--- src/rtl/cyc_enc_pkg.sv ---
package cyc_enc_pkg;

    typedef enum logic [1:0] {
        ST_IDLE = 2'd0,
        ST_ENC  = 2'd1,
        ST_CHK  = 2'd2
    } enc_state_e;

    // Remainder of x^e modulo a generator of degree deg (deg <= 32).
    function automatic logic [31:0] xpow_mod(input int unsigned e,
                                             input int unsigned deg,
                                             input logic [32:0] gpoly);
        logic [32:0] r;
        r = 33'd1;
        for (int unsigned s = 0; s < e; s++) begin
            r = r << 1;
            if (r[deg]) begin
                r = r ^ gpoly;
            end
        end
        return r[31:0];
    endfunction

endpackage

--- src/rtl/cyc_parity_gen.sv ---
module cyc_parity_gen #(
    parameter int unsigned N        = 15,
    parameter int unsigned K        = 7,
    parameter logic [32:0] GEN_POLY = 33'h1D1
) (
    input  logic [K-1:0]   info,
    output logic [N-K-1:0] parity
);
    localparam int unsigned M = N - K;

    logic [M-1:0] term [K];

    // Each information bit contributes a fixed column x^(M+k) mod g(x).
    for (genvar k = 0; k < K; k++) begin : g_col
        localparam logic [31:0] FULL = cyc_enc_pkg::xpow_mod(M + k, M, GEN_POLY);
        localparam logic [M-1:0] COL = FULL[M-1:0];
        assign term[k] = info[k] ? COL : '0;
    end

    always_comb begin
        parity = '0;
        for (int k = 0; k < K; k++) begin
            parity = parity ^ term[k];
        end
    end

endmodule

--- src/rtl/cyc_syndrome_chk.sv ---
module cyc_syndrome_chk #(
    parameter int unsigned N        = 15,
    parameter int unsigned K        = 7,
    parameter logic [32:0] GEN_POLY = 33'h1D1
) (
    input  logic [N-1:0]   word,
    output logic [N-K-1:0] syndrome,
    output logic           err
);
    localparam int unsigned M = N - K;

    logic [M-1:0] term [N];

    // Full parity-check matrix: info position p weighs x^(M+p), parity
    // position K+m weighs x^m. A codeword sums to zero.
    for (genvar p = 0; p < N; p++) begin : g_col
        localparam int unsigned   EXPO = (p < K) ? (M + p) : (p - K);
        localparam logic [31:0]   FULL = cyc_enc_pkg::xpow_mod(EXPO, M, GEN_POLY);
        localparam logic [M-1:0]  COL  = FULL[M-1:0];
        assign term[p] = word[p] ? COL : '0;
    end

    always_comb begin
        syndrome = '0;
        for (int p = 0; p < N; p++) begin
            syndrome = syndrome ^ term[p];
        end
    end

    assign err = |syndrome;

endmodule

--- src/rtl/cyc_fault_mask.sv ---
module cyc_fault_mask #(
    parameter int unsigned M     = 8,
    parameter int unsigned SEL_W = 3
) (
    input  logic             enable,
    input  logic [SEL_W-1:0] sel,
    output logic [M-1:0]     mask
);
    for (genvar m = 0; m < M; m++) begin : g_bit
        localparam logic [SEL_W-1:0] IDX = SEL_W'(m);
        assign mask[m] = enable && (sel == IDX);
    end

endmodule

--- src/rtl/cyc_selfcheck_encoder.sv ---
module cyc_selfcheck_encoder #(
    parameter int unsigned N              = 15,
    parameter int unsigned K              = 7,
    parameter logic [32:0] GEN_POLY       = 33'h1D1,
    parameter int unsigned MAX_RETRY      = 2,
    parameter int unsigned FAULT_ATTEMPTS = 1,
    parameter int unsigned SEL_W          = $clog2(N - K)
) (
    input  logic             clk,
    input  logic             rst_n,
    input  logic             start,
    input  logic [K-1:0]     info,
    input  logic             fault_en,
    input  logic [SEL_W-1:0] fault_sel,
    output logic [N-1:0]     codeword,
    output logic             done,
    output logic             fail
);
    localparam int unsigned M        = N - K;
    localparam int unsigned AW       = $clog2(MAX_RETRY + 2);
    localparam int unsigned FA_CLAMP = (FAULT_ATTEMPTS > MAX_RETRY + 1) ?
                                       (MAX_RETRY + 1) : FAULT_ATTEMPTS;
    localparam logic [AW-1:0] FA_LIM    = AW'(FA_CLAMP);
    localparam logic [AW-1:0] RETRY_LIM = AW'(MAX_RETRY);

    typedef struct packed {
        cyc_enc_pkg::enc_state_e st;
        logic [K-1:0]            info;
        logic                    fen;
        logic [SEL_W-1:0]        fsel;
        logic [AW-1:0]           att;
        logic [N-1:0]            cand;
        logic [N-1:0]            cw;
        logic                    done;
        logic                    fail;
    } regs_t;

    regs_t r_q, r_d;

    logic [M-1:0] parity;
    logic [M-1:0] fmask;
    logic [M-1:0] syndrome;
    logic         chk_err;
    logic         inject;

    assign inject = r_q.fen && (r_q.att < FA_LIM);

    cyc_parity_gen #(.N(N), .K(K), .GEN_POLY(GEN_POLY)) u_gen (
        .info   (r_q.info),
        .parity (parity)
    );

    cyc_fault_mask #(.M(M), .SEL_W(SEL_W)) u_mask (
        .enable (inject),
        .sel    (r_q.fsel),
        .mask   (fmask)
    );

    cyc_syndrome_chk #(.N(N), .K(K), .GEN_POLY(GEN_POLY)) u_chk (
        .word     (r_q.cand),
        .syndrome (syndrome),
        .err      (chk_err)
    );

    always_comb begin
        r_d      = r_q;
        r_d.done = 1'b0;
        unique case (r_q.st)
            cyc_enc_pkg::ST_IDLE: begin
                if (start) begin
                    r_d.info = info;
                    r_d.fen  = fault_en;
                    r_d.fsel = fault_sel;
                    r_d.att  = '0;
                    r_d.st   = cyc_enc_pkg::ST_ENC;
                end
            end
            cyc_enc_pkg::ST_ENC: begin
                r_d.cand = {parity ^ fmask, r_q.info};
                r_d.st   = cyc_enc_pkg::ST_CHK;
            end
            cyc_enc_pkg::ST_CHK: begin
                if (!chk_err) begin
                    r_d.cw   = r_q.cand;
                    r_d.done = 1'b1;
                    r_d.fail = 1'b0;
                    r_d.st   = cyc_enc_pkg::ST_IDLE;
                end else if (r_q.att == RETRY_LIM) begin
                    r_d.cw   = r_q.cand;
                    r_d.done = 1'b1;
                    r_d.fail = 1'b1;
                    r_d.st   = cyc_enc_pkg::ST_IDLE;
                end else begin
                    r_d.att = r_q.att + AW'(1);
                    r_d.st  = cyc_enc_pkg::ST_ENC;
                end
            end
            default: r_d.st = cyc_enc_pkg::ST_IDLE;
        endcase
    end

    always_ff @(posedge clk or negedge rst_n) begin
        if (!rst_n) begin
            r_q <= '{st: cyc_enc_pkg::ST_IDLE, default: '0};
        end else begin
            r_q <= r_d;
        end
    end

    assign codeword = r_q.cw;
    assign done     = r_q.done;
    assign fail     = r_q.fail;

    // completion is a single-cycle pulse
    p_done_pulse_r4: assert property (@(posedge clk) disable iff (!rst_n)
        done |=> !done);

    // released word carries the captured information bits
    p_systematic_r2: assert property (@(posedge clk) disable iff (!rst_n)
        done |-> (codeword[K-1:0] == r_q.info));

    // a good completion follows a clean check result
    p_clean_release_r5: assert property (@(posedge clk) disable iff (!rst_n)
        (done && !fail) |-> $past(!chk_err));

    // failure only once the retry budget is exhausted
    p_fail_at_limit_r6: assert property (@(posedge clk) disable iff (!rst_n)
        (done && fail) |-> ($past(r_q.att) == RETRY_LIM));

    // attempt counter never passes the budget
    p_attempt_bound_r6: assert property (@(posedge clk) disable iff (!rst_n)
        r_q.att <= RETRY_LIM);

    // outputs hold between completions
    p_hold_r8: assert property (@(posedge clk) disable iff (!rst_n)
        !r_d.done |=> ($stable(codeword) && $stable(fail)));

    // a new request is only taken from idle
    p_busy_ignore_r7: assert property (@(posedge clk) disable iff (!rst_n)
        (r_q.st != cyc_enc_pkg::ST_IDLE) |=> $stable(r_q.info));

endmodule

--- config.mk ---
export PLATFORM = sky130hd
export DESIGN_NAME = cyc_selfcheck_encoder
export DESIGN_NICKNAME = d
export VERILOG_FILES = /design/src/rtl/cyc_enc_pkg.sv /design/src/rtl/cyc_parity_gen.sv /design/src/rtl/cyc_syndrome_chk.sv /design/src/rtl/cyc_fault_mask.sv /design/src/rtl/cyc_selfcheck_encoder.sv
export SDC_FILE = /design/constraint.sdc
export NUM_CORES = 1
export LEC_CHECK = 0
export BUFFER_PORTS_ARGS = -buffer_cell sky130_fd_sc_hd__buf_4
export CORE_UTILIZATION = 40
export CTS_BUF_LIST = sky130_fd_sc_hd__clkbuf_16
export DETAILED_ROUTE_END_ITERATION = 8
export GPL_TIMING_DRIVEN = 0
export PLACE_DENSITY = 0.71
export SLEW_MARGIN = 25
export SYNTH_ARGS = -nofsm -noshare
export SYNTH_HDL_FRONTEND = slang
export SYNTH_SLANG_ARGS = --single-unit
--- constraint.sdc ---
create_clock -name clk -period 1.9 [get_ports clk]
set_input_delay 0.19 -clock clk [delete_from_list [all_inputs] [get_ports clk]]
set_output_delay 0.19 -clock clk [all_outputs]
set_load 0.01 [all_outputs]
==> results of run 1 <==
==> sequential cells by signal, indices dropped and copies added (netlist names) <==
name / flops
fail: 1
r_q: 30
done: 1
codeword: 15
==> cells by family (layout without fill, tap and decap cells) <==
kind of cell             after synthesis  in the layout
multiplexers                          24             24
buffers and inverters                 45             90
flip-flops                            47             47
AND/OR/NAND/NOR                      110            110
adder cells (fa/ha/maj)                2              2
XOR/XNOR                              43             43
AO/OA/AOI/OAI                         42             42
==> area by class of cell <==
class / instances / area share (%)
Multi-Input combinational cell: 221 / 46.8
Sequential cell: 47 / 31.2
Timing Repair Buffer: 40 / 8.10
Buffer: 39 / 6.42
Clock buffer: 5 / 3.31
Tap cell: 99 / 3.27
Clock inverter: 3 / 0.595
Inverter: 3 / 0.298
==> layout by cell type (no fill, tap or decap), types with 2 or more instances in the layout <==
master and instances:
clkbuf_16 5, nand3_1 6, dfrtp_2 5, mux2_4 4, nand3_2 10, or2_1 2
nor3_1 2, clkbuf_1 12, ha_1 2, nand2_1 26, inv_6 2, xnor2_2 3
nor2b_1 16, buf_2 3, mux2_2 18, xnor2_1 27, o21ai_1 10, xor2_1 11
buf_6 4, dfrtp_1 42, a221oi_2 4, o21ai_0 11, inv_1 3, buf_4 55
nor2_1 9, and3_1 14, nand2b_1 5, or4_1 3, or4_4 12, o21ai_2 2
a221oi_1 11, clkbuf_2 2
==> layer usage <==
metal	part of all wire, %	wire length, µm	global-route usage [%]	vias up
met3	3.9	260	3.26	14
met4	2.0	137	4.99	0
li1	-	-	-	1169
met2	49	3270	32.2	64
met5	0	0	0	-
met1	45	3040	23.3	1153
==> worst paths after layout <==
kind / cells after the start / end / start / slack, ns
worst max register to register: 6 / codeword[2] / r_q[22] / -0.20
worst min register to register: 1 / r_q[36] / r_q[36] / 0.52
worst max-delay path: 6 / codeword[2] / r_q[22] / -0.20
worst min-delay path: 2 / r_q[34] / fault_sel[0] / 0.13
max in group asynchronous: 2 / r_q[20] / rst_n / 1.02
min in group asynchronous: 2 / codeword[14] / rst_n / 0.44
==> timing repair <==
item                                    CTS  global route
endpoints found under the setup margin   25            18
buffers inserted                          4             4
pin swaps                                 5             5
gates cloned                              1             0
resized for setup                        33            41
hold buffers                              1             0
endpoints found under the hold margin    47             0
==> per-stage QoR <==
stage / instance area [µm²] / instances / setup slack [ns] / hold WS (ns)
after floorplan: 3010 / 313 / -0.0894 / -0.106
after detailed placement: 3360 / 442 / -0.385 / 0.235
final: 3780 / 457 / -0.203 / 0.128
after CTS: 3650 / 454 / -0.200 / 0.127
after global routing: 3780 / 457 / -0.273 / 0.130
after global placement: 3360 / 442 / -0.308 / 0.230
==> impl_results.md, run 1 <==
* Run status: finished with violations
* Failing checks: negative setup slack
* Inserted Diodes at 0
* Fin util at 52.2%
* Synth cell count leaders: dfrtp_1, xnor2_1, nand2_1
* Largest net degree at the start of global routing at 48
* Number of synthesized flops with an enable pin at 0
* Setup Skew at 0.00806 ns
* Synth area leaders: dfrtp_1, xnor2_1, mux2_2
* Max-cap check violation count at 0
* All-Layer GR Usage at 18.4%
* I/O Buffers at 30
* Syn Area/Cell at 9.61 µm²
* Chip width at 88.7 µm
* Post-synth top area share at 39.1%
* Pre-Repair DR Iteration Count at 4
* Register Area at 1180 µm²
* DR vias at 2400
* Row cnt at 31
* Setup TNS at -3.28 ns
* Max Root-Sink Buffers at 2
* CTS buffer count at 5
* Residual DRC at 0
* Area grow syn2layout at 25.8%
* Critical Path Max Stage Delay at 0.47 ns
* Final nets at 373
* CP Capture Type: flop
* Worst EP required at 2.13 ns
* Count leader, synth: dfrtp_1
* Fill cells at 658
* Die height at 88.7 µm
* Vias per cell at 5.25
* Seq/Total Area, Yosys at 39.1%
* Tcrit/Tclk final at 111%
* Io pins at 31
* First-pass GRT wire length at 11100 µm
* Wire per inst at 14.7 µm
* CP arrival at 2.33 ns
* Final Critical Period at 2.10 ns
* FFs w/ async S/R, synth at 100%
* Multi-input logic area at 1770 µm²
* Vias in the first global route at 2323
* H-tree Lvls at 2
* Synth Area in XOR/XNOR at 13.3%
* Layout cells sized above 1 at 38.0%
* Clock slew seen by the registers of the worst setup and hold paths at 0.07 ns
* Flops & latches, synth at 47
* Clk sinks at 47
* Final hold vios at 0
* Tightest Pin Transition at 0.582 ns
* Slew headroom at 61.2%
* Crit path max fanout at 5
* Syn nets at 329
* Simple-gate share of the synthesized area at 20.0%
* Gr ovfl total at 0
* Core area at 7250 µm²
* CP Buf/Inv Count at 1
* Startpoint types: flop
* Die area at 7870 µm²
* Starting DRT DRC Count at 146
* Initial Util at 41.5%
* Crit path cell chain: xor3_1 > or2_1 > mux2_4 > buf_6 > or4_4 > nand3_2
* Crit Path Category: flop to flop
* Final wirelength at 6710 µm
* Synth Area in Compound Gates at 9.19%
* TritonCTS clock tree: built
* Largest delay contributor family on the critical path: simple AND/OR/NAND/NOR gates
* Yosys warns at 0
* Main combinational cell family by area after synthesis: simple AND/OR/NAND/NOR gates
* Max Fclk at 0.476 GHz
* Syn Inst Count at 313
* Slowest-stage cell, CP: dfrtp_2
* Root Buffer: clkbuf_16
* Post-synth top area cell: dfrtp_1
* RSZ-0062 raised after global routing: true
* Fin. max-slew vios at 0
* Mapped Area at 3010 µm²
* Initial antenna violation count at 0
* Most common flop cell mapped by yosys: dfrtp_1
* Routed Antenna Nets at 0
* GPL Wtd Cong at 0.845
* Mux share of post-synthesis cell area at 9.03%
* Final WS setup at -0.203 ns
* Worst Hold Class: primary input to flop
* Adder-Cell Fraction of Synth Area at 0.832%
* Final setup vio count at 17
* Clock latency on the worst-skew pair at 0.29 ns
* Post-DP HPWL at 4710 µm
* Post-synth cell types at 37
Power of run 1 is not shown: default switching activity piles up to over one toggle a cycle in this logic, so the estimate is an artifact.
==> run 2, diff against run 1 <==
--- a/config.mk
+++ b/config.mk
@@ -5,6 +5,7 @@
 export SDC_FILE = /design/constraint.sdc
 export NUM_CORES = 1
 export LEC_CHECK = 0
+export ABC_AREA = 1
 export BUFFER_PORTS_ARGS = -buffer_cell sky130_fd_sc_hd__buf_4
 export CORE_UTILIZATION = 40
 export CTS_BUF_LIST = sky130_fd_sc_hd__clkbuf_16
==> run 2 against run 1 <==
Net effect: the run ends with design-rule violations left; wire length shrank 19%; worst hold slack better by 0.0063 ns; non-clock buffer count decreased by 11; first-iteration DRC count is 8.2% lower; largest cell class unchanged; worst setup slack improved by 0.35 ns; die area decreased by 8.3%; clock skew shrank 0.0019 ns; fmax increased by 20%.
==> impl_results.md, run 2 <==
* Run status: finished with violations
* Failing checks: design-rule violations
* CTS buffer count at 5
* CP Buf/Inv Count at 3
* Max Root-Sink Buffers at 2
* Vias per cell at 4.77
* Fin util at 51.4%
* TritonCTS clock tree: built
* Clock slew seen by the registers of the worst setup and hold paths at 0.06 ns
* Crit Path Category: flop to flop
* Number of flip-flops in the largest register at 30
* All-Layer GR Usage at 16.7%
* Syn nets at 344
* Chip width at 84.9 µm
* Mapped Area at 2750 µm²
* Most common flop cell mapped by yosys: dfrtp_1
* Worst Hold Class: primary input to flop
* Max Fclk at 0.570 GHz
* Tightest Pin Transition at 0.585 ns
* Final WS setup at 0.146 ns
* Tcrit/Tclk final at 92.3%
* First-pass GRT wire length at 9650 µm
* Flops & latches, synth at 47
* Post-DP HPWL at 4070 µm
* Routed Antenna Nets at 0
* Met3 routed WL at 181 µm
* Setup TNS at 0 ns
* Maximum VDD drop at 0.000849 V
* H-tree Lvls at 2
* Post-synth top area share at 42.7%
* Slew headroom at 61.0%
* Uppermost routed layer: met4
* Yosys warns at 0
* Gr ovfl total at 0
* Seq/Total Area, Yosys at 42.7%
* Largest Register: r_q
* Largest net degree at the start of global routing at 48
* DR vias at 2153
* Syn Area/Cell at 8.39 µm²
* Routed met1 length at 2570 µm
* FFs w/ async S/R, synth at 100%
* Power per standard cell area at 1950 nW/µm²
* Number of synthesized flops with an enable pin at 0
* GPL Wtd Cong at 0.827
* Inserted Diodes at 0
* Clock latency on the worst-skew pair at 0.28 ns
* Worst EP required at 2.12 ns
* Core area at 6490 µm²
* Startpoint types: flop
* Synth area leaders: dfrtp_1, nand2_1, nand3_1
* Max-cap check violation count at 0
* Post-synth cell types at 30
* I/O Buffers at 30
* Io pins at 31
* Final hold vios at 0
* Worst hold slack at 0.134 ns
* Largest delay contributor family on the critical path: simple AND/OR/NAND/NOR gates
* Vias in the first global route at 2064
* Crit path max fanout at 10
* Synth cell count leaders: nand2_1, dfrtp_1, nand3_1
* Pre-Repair DR Iteration Count at 8
* Final nets at 389
* Root Buffer: clkbuf_16
* Post-synth top area cell: dfrtp_1
* Layout cells sized above 1 at 24.1%
* Die height at 84.9 µm
* Slowest-stage cell, CP: dfrtp_1
* Routed met2 length at 2650 µm
* CP Capture Type: flop
* Leakage power at 1.68 nW
* Residual DRC at 2
* Initial antenna violation count at 0
* Most common cell after layout, fill and taps aside: nand2_1
* Setup Skew at 0.00612 ns
* Die area at 7210 µm²
* Wire per inst at 12.0 µm
* Clk sinks at 47
* Final Critical Period at 1.75 ns
* Commonest non-fill, non-tap cells in the layout: nand2_1, buf_4, dfrtp_1, nand3_1, inv_1
* CP arrival at 1.97 ns
* Row cnt at 29
* Starting DRT DRC Count at 134
* Final setup vio count at 0
* Worst slack, placed at 0.109 ns
* Crit path cell chain: buf_4 > inv_1 > nand2_1 > nand3_1 > nand2_1 > nand2_1 > nand2_1 > nor2_4 > nand3_4 > nand2_4 > buf_12 > nand3_1 > nand2_1
* Count leader, synth: nand2_1
* Critical Path Max Stage Delay at 0.36 ns
* Initial Util at 42.4%
* RSZ-0062 raised after global routing: false
* Fin. max-slew vios at 0
* Syn Inst Count at 328
* Final wirelength at 5420 µm
* Area grow syn2layout at 21.2%
* Worst path most repeated cell: nand2_1
==> run 2: changes by cell type after synthesis, sizes merged, moves of 16 or more <==
cell / before / now
xnor2: 31 / 13
nor2b: 16 / 0
mux2: 22 / 2
inv: 3 / 28
nand2: 26 / 83
nand3: 16 / 45
==> run 2: cells by family after synthesis <==
group / count (synthesis) / synth area share [%]
compound gates: 26 / 4.87
xor+xnor: 35 / 11.1
fa+ha+maj: 2 / 0.909
buf+inv: 58 / 11.9
flops: 47 / 42.7
mux: 2 / 0.818
simple gates: 158 / 27.6
==> run 2: worst paths after layout <==
check	slack (ns)	start	endpoint	cells after the start
min reg2reg	0.50	fail	fail	2
max	0.15	r_q[17]	codeword[11]	13
max in group asynchronous	1.01	rst_n	r_q[18]	2
min	0.13	fault_sel[2]	r_q[36]	2
min in group asynchronous	0.46	rst_n	done	2
max reg2reg	0.15	r_q[17]	codeword[11]	13
==> run 2: metrics by stage <==
step / cells / total power, W / instance area (µm²)
after floorplan: 328 / 0.00450 / 2750
after global placement: 435 / 0.00517 / 3070
after detailed placement: 435 / 0.00532 / 3070
after CTS: 444 / 0.00646 / 3270
after global routing: 451 / 0.00710 / 3340
final: 451 / 0.00651 / 3340
==> run 2: report_power, final <==
part           switching (W)  internal, W  total (W)
Combinational        0.00200      0.00156    0.00356
Sequential          0.000387      0.00146    0.00184
Clock               0.000361     0.000749    0.00111
==> run 2: cell type report <==
cell class / instances / area, µm²
fill: 638 / 3160
sequential: 47 / 1180
inverter: 28 / 105
clock buffer: 5 / 125
timing repair buffer: 38 / 288
multi-input combinational: 223 / 1250
clock inverter: 3 / 63.8
buffer: 30 / 225
tap: 77 / 96.3
==> run 2: what timing repair did <==
| item | in CTS | in global routing |
|---|---|---|
| setup endpoints to repair | 0 | 12 |
| resized for setup | 0 | 5 |
| hold buffers | 1 | 0 |
| buffers inserted | 0 | 7 |
| hold endpoints to repair | 47 | 0 |
==> run 2: routing by layer <==
layer	track usage (%)	vias to the layer above
met5	0	-
met4	3.70	0
met3	3.11	4
met2	28.4	53
met1	22.2	984
li1	-	1112
Note: power is estimated with default switching activity, not from simulation.
==> run 3, diff against run 2 <==
--- a/config.mk
+++ b/config.mk
@@ -11,7 +11,7 @@
 export CTS_BUF_LIST = sky130_fd_sc_hd__clkbuf_16
 export DETAILED_ROUTE_END_ITERATION = 8
 export GPL_TIMING_DRIVEN = 0
-export PLACE_DENSITY = 0.71
+export PLACE_DENSITY = 0.69
 export SLEW_MARGIN = 25
 export SYNTH_ARGS = -nofsm -noshare
 export SYNTH_HDL_FRONTEND = slang
==> constraint.sdc (replaced) <==
create_clock -name clk -period 1.8 [get_ports clk]
set_input_delay 0.18 -clock clk [delete_from_list [all_inputs] [get_ports clk]]
set_output_delay 0.18 -clock clk [all_outputs]
set_load 0.01 [all_outputs]
==> run 3 against run 2 <==
Net effect: the run still ends with design-rule violations left; cell count fell by 1.3%; sequential share of layout area rose by 0.83 points; critical path depth fell by 2; total power rose by 0.26%; sequential cell count did not move; largest cell class unchanged; global-route usage fell by 0.78 points; via count fell by 2.2%; largest power group unchanged; die area did not move; highest routed layer unchanged; combinational power rose by 3%; clock skew fell by 0.0026 ns; critical endpoint is now codeword[10].
==> impl_results.md, run 3 (synthesized netlist as in run 2, its figures left out) <==
* Run status: finished with violations
* Failing checks: design-rule violations
* Vias in the first global route at 2027
* Routing usage on met2 at 27.9%
* Commonest non-fill, non-tap cells in the layout: nand2_1, buf_4, dfrtp_1, nand3_1, inv_1
* Fill cells at 622
* H-tree Lvls at 2
* Slew headroom at 61.4%
* Most common cell after layout, fill and taps aside: nand2_1
* Leakage power at 1.63 nW
* Final hold vios at 0
* Routed Antenna Nets at 0
* Tcrit/Tclk final at 97.7%
* Worst reg2reg setup slack at 0.04 ns
* DR vias at 2106
* Final Critical Period at 1.76 ns
* Vias per cell at 4.73
* Largest net degree at the start of global routing at 48
* CTS buffer count at 5
* CP arrival at 1.94 ns
* Setup Skew at 0.00350 ns
* Worst path most repeated cell: nand2_1
* GPL Wtd Cong at 0.824
* Number of flip-flops in the largest register at 30
* First-pass GRT wire length at 9080 µm
* Final wirelength at 5220 µm
* All-Layer GR Usage at 15.9%
* Gr ovfl total at 0
* Worst EP required at 1.98 ns
* Maximum VDD drop at 0.000787 V
* Pre-Repair DR Iteration Count at 6
* CP Buf/Inv Count at 2
* Initial antenna violation count at 0
* Io pins at 31
* Power per standard cell area at 2000 nW/µm²
* Hold path depth at 2
* Final setup vio count at 0
* CP Capture Type: flop
* Area of placed instances at 3070 µm²
* RR Startpoint: r_q[19]
* Root Buffer: clkbuf_16
* Tightest Pin Transition at 0.580 ns
* TritonCTS clock tree: built
* Grt met1 use at 20.3%
* RSZ-0062 raised after global routing: true
* Core area at 6490 µm²
* Clock latency on the worst-skew pair at 0.29 ns
* Inserted Diodes at 0
* Post-route cell area at 3260 µm²
* Startpoint types: flop
* Area grow syn2layout at 18.5%
* Largest Register: r_q
* Setup TNS at 0 ns
* Residual DRC at 4
* Worst Hold Class: primary input to flop
* Critical Path Max Stage Delay at 0.37 ns
* Max Root-Sink Buffers at 2
* Crit path max fanout at 10
* Slowest-stage cell, CP: dfrtp_1
* Fin. max-slew vios at 0
* Chip width at 84.9 µm
* Die height at 84.9 µm
* Crit Path Category: flop to flop
* Most Crowded Layer GR: met2
* Largest delay contributor family on the critical path: simple AND/OR/NAND/NOR gates
* Max-cap check violation count at 0
* Path depth of the worst reg2reg path at 11
* Die area at 7210 µm²
* Hold path start: fault_en
* Clock slew seen by the registers of the worst setup and hold paths at 0.06 ns
* I/O Buffers at 30
* Final nets at 383
* Initial Util at 42.4%
* Starting DRT DRC Count at 151
* Layout cells sized above 1 at 23.1%
* GR Util met3 at 3.21%
* Crit path cell chain: buf_6 > or2_4 > nand2_2 > nand2_1 > nand2_1 > nand2_2 > nor2_8 > nand4_4 > buf_6 > nand3_1 > nand2_1
* Post-DP HPWL at 4000 µm
* Wire per inst at 11.7 µm
* Worst Hold End: r_q[37]
* Row cnt at 29
* Worst hold slack at 0.120 ns
* Clk sinks at 47
* Max Fclk at 0.568 GHz
* Fin util at 50.2%
* Worst reg2reg endpoint: codeword[10]
==> run 3: cell count changes in the layout (fill, tap and decap cells not counted), sizes merged <==
cell / before / now
bufinv: 2 / 0
clkbuf: 9 / 10
buf: 63 / 56
clkinvlp: 0 / 1
inv: 29 / 28
clkinv: 0 / 2
==> run 3: layout make-up <==
type	count	area, µm²	area share, %
plain buffers	30	229	7.02
multi-input cells	223	1260	38.8
well taps	77	96.3	2.96
inverters	28	105	3.22
flip-flops and latches	47	1180	36.1
clock inverters	3	15.0	0.461
clock buffers	5	125	3.84
repair buffers	32	246	7.56
==> run 3: repair_timing <==
item | 4_1_cts | 5_1_grt
gates resized for setup | 0 | 9
endpoints found under the setup margin | 0 | 13
hold buffers | 1 | 0
hold endpoints to repair | 47 | 0
buffers inserted | 0 | 1
==> run 3: layer usage <==
layer  share of wire, %  wire, µm
met1                 46      2410
met2                 49      2570
met3                4.0       210
met4               0.69        36
met5                  0         0
==> run 3: per-stage QoR <==
step / worst slack (ns) / cells / total power (W)
finish: 0.0409 / 445 / 0.00653
global route: -0.0754 / 445 / 0.00712
CTS: 0.00654 / 444 / 0.00651
detailed placement: 0.0284 / 435 / 0.00560
global placement: 0.0634 / 435 / 0.00546
floorplan: 0.178 / 328 / 0.00475
==> run 3: worst max-delay path by stage <==
stage,start,to,slack [ns],depth (start not counted)
6_report,r_q[19],codeword[10],0.04,11
5_1_grt,r_q[19],codeword[14],-0.08,11
4_1_cts,r_q[23],codeword[10],0.007,11
3_5_place_dp,r_q[23],codeword[10],0.03,11
3_3_place_gp,r_q[19],codeword[10],0.06,11
2_1_floorplan,r_q[19],codeword[10],0.18,11
==> run 3: where the power goes <==
part / internal (W) / total [W] / switching [W]
logic: 0.00161 / 0.00368 / 0.00207
registers: 0.00154 / 0.00195 / 0.000410
clock network: 0.000505 / 0.000896 / 0.000390
total: 0.00365 / 0.00653 / 0.00287
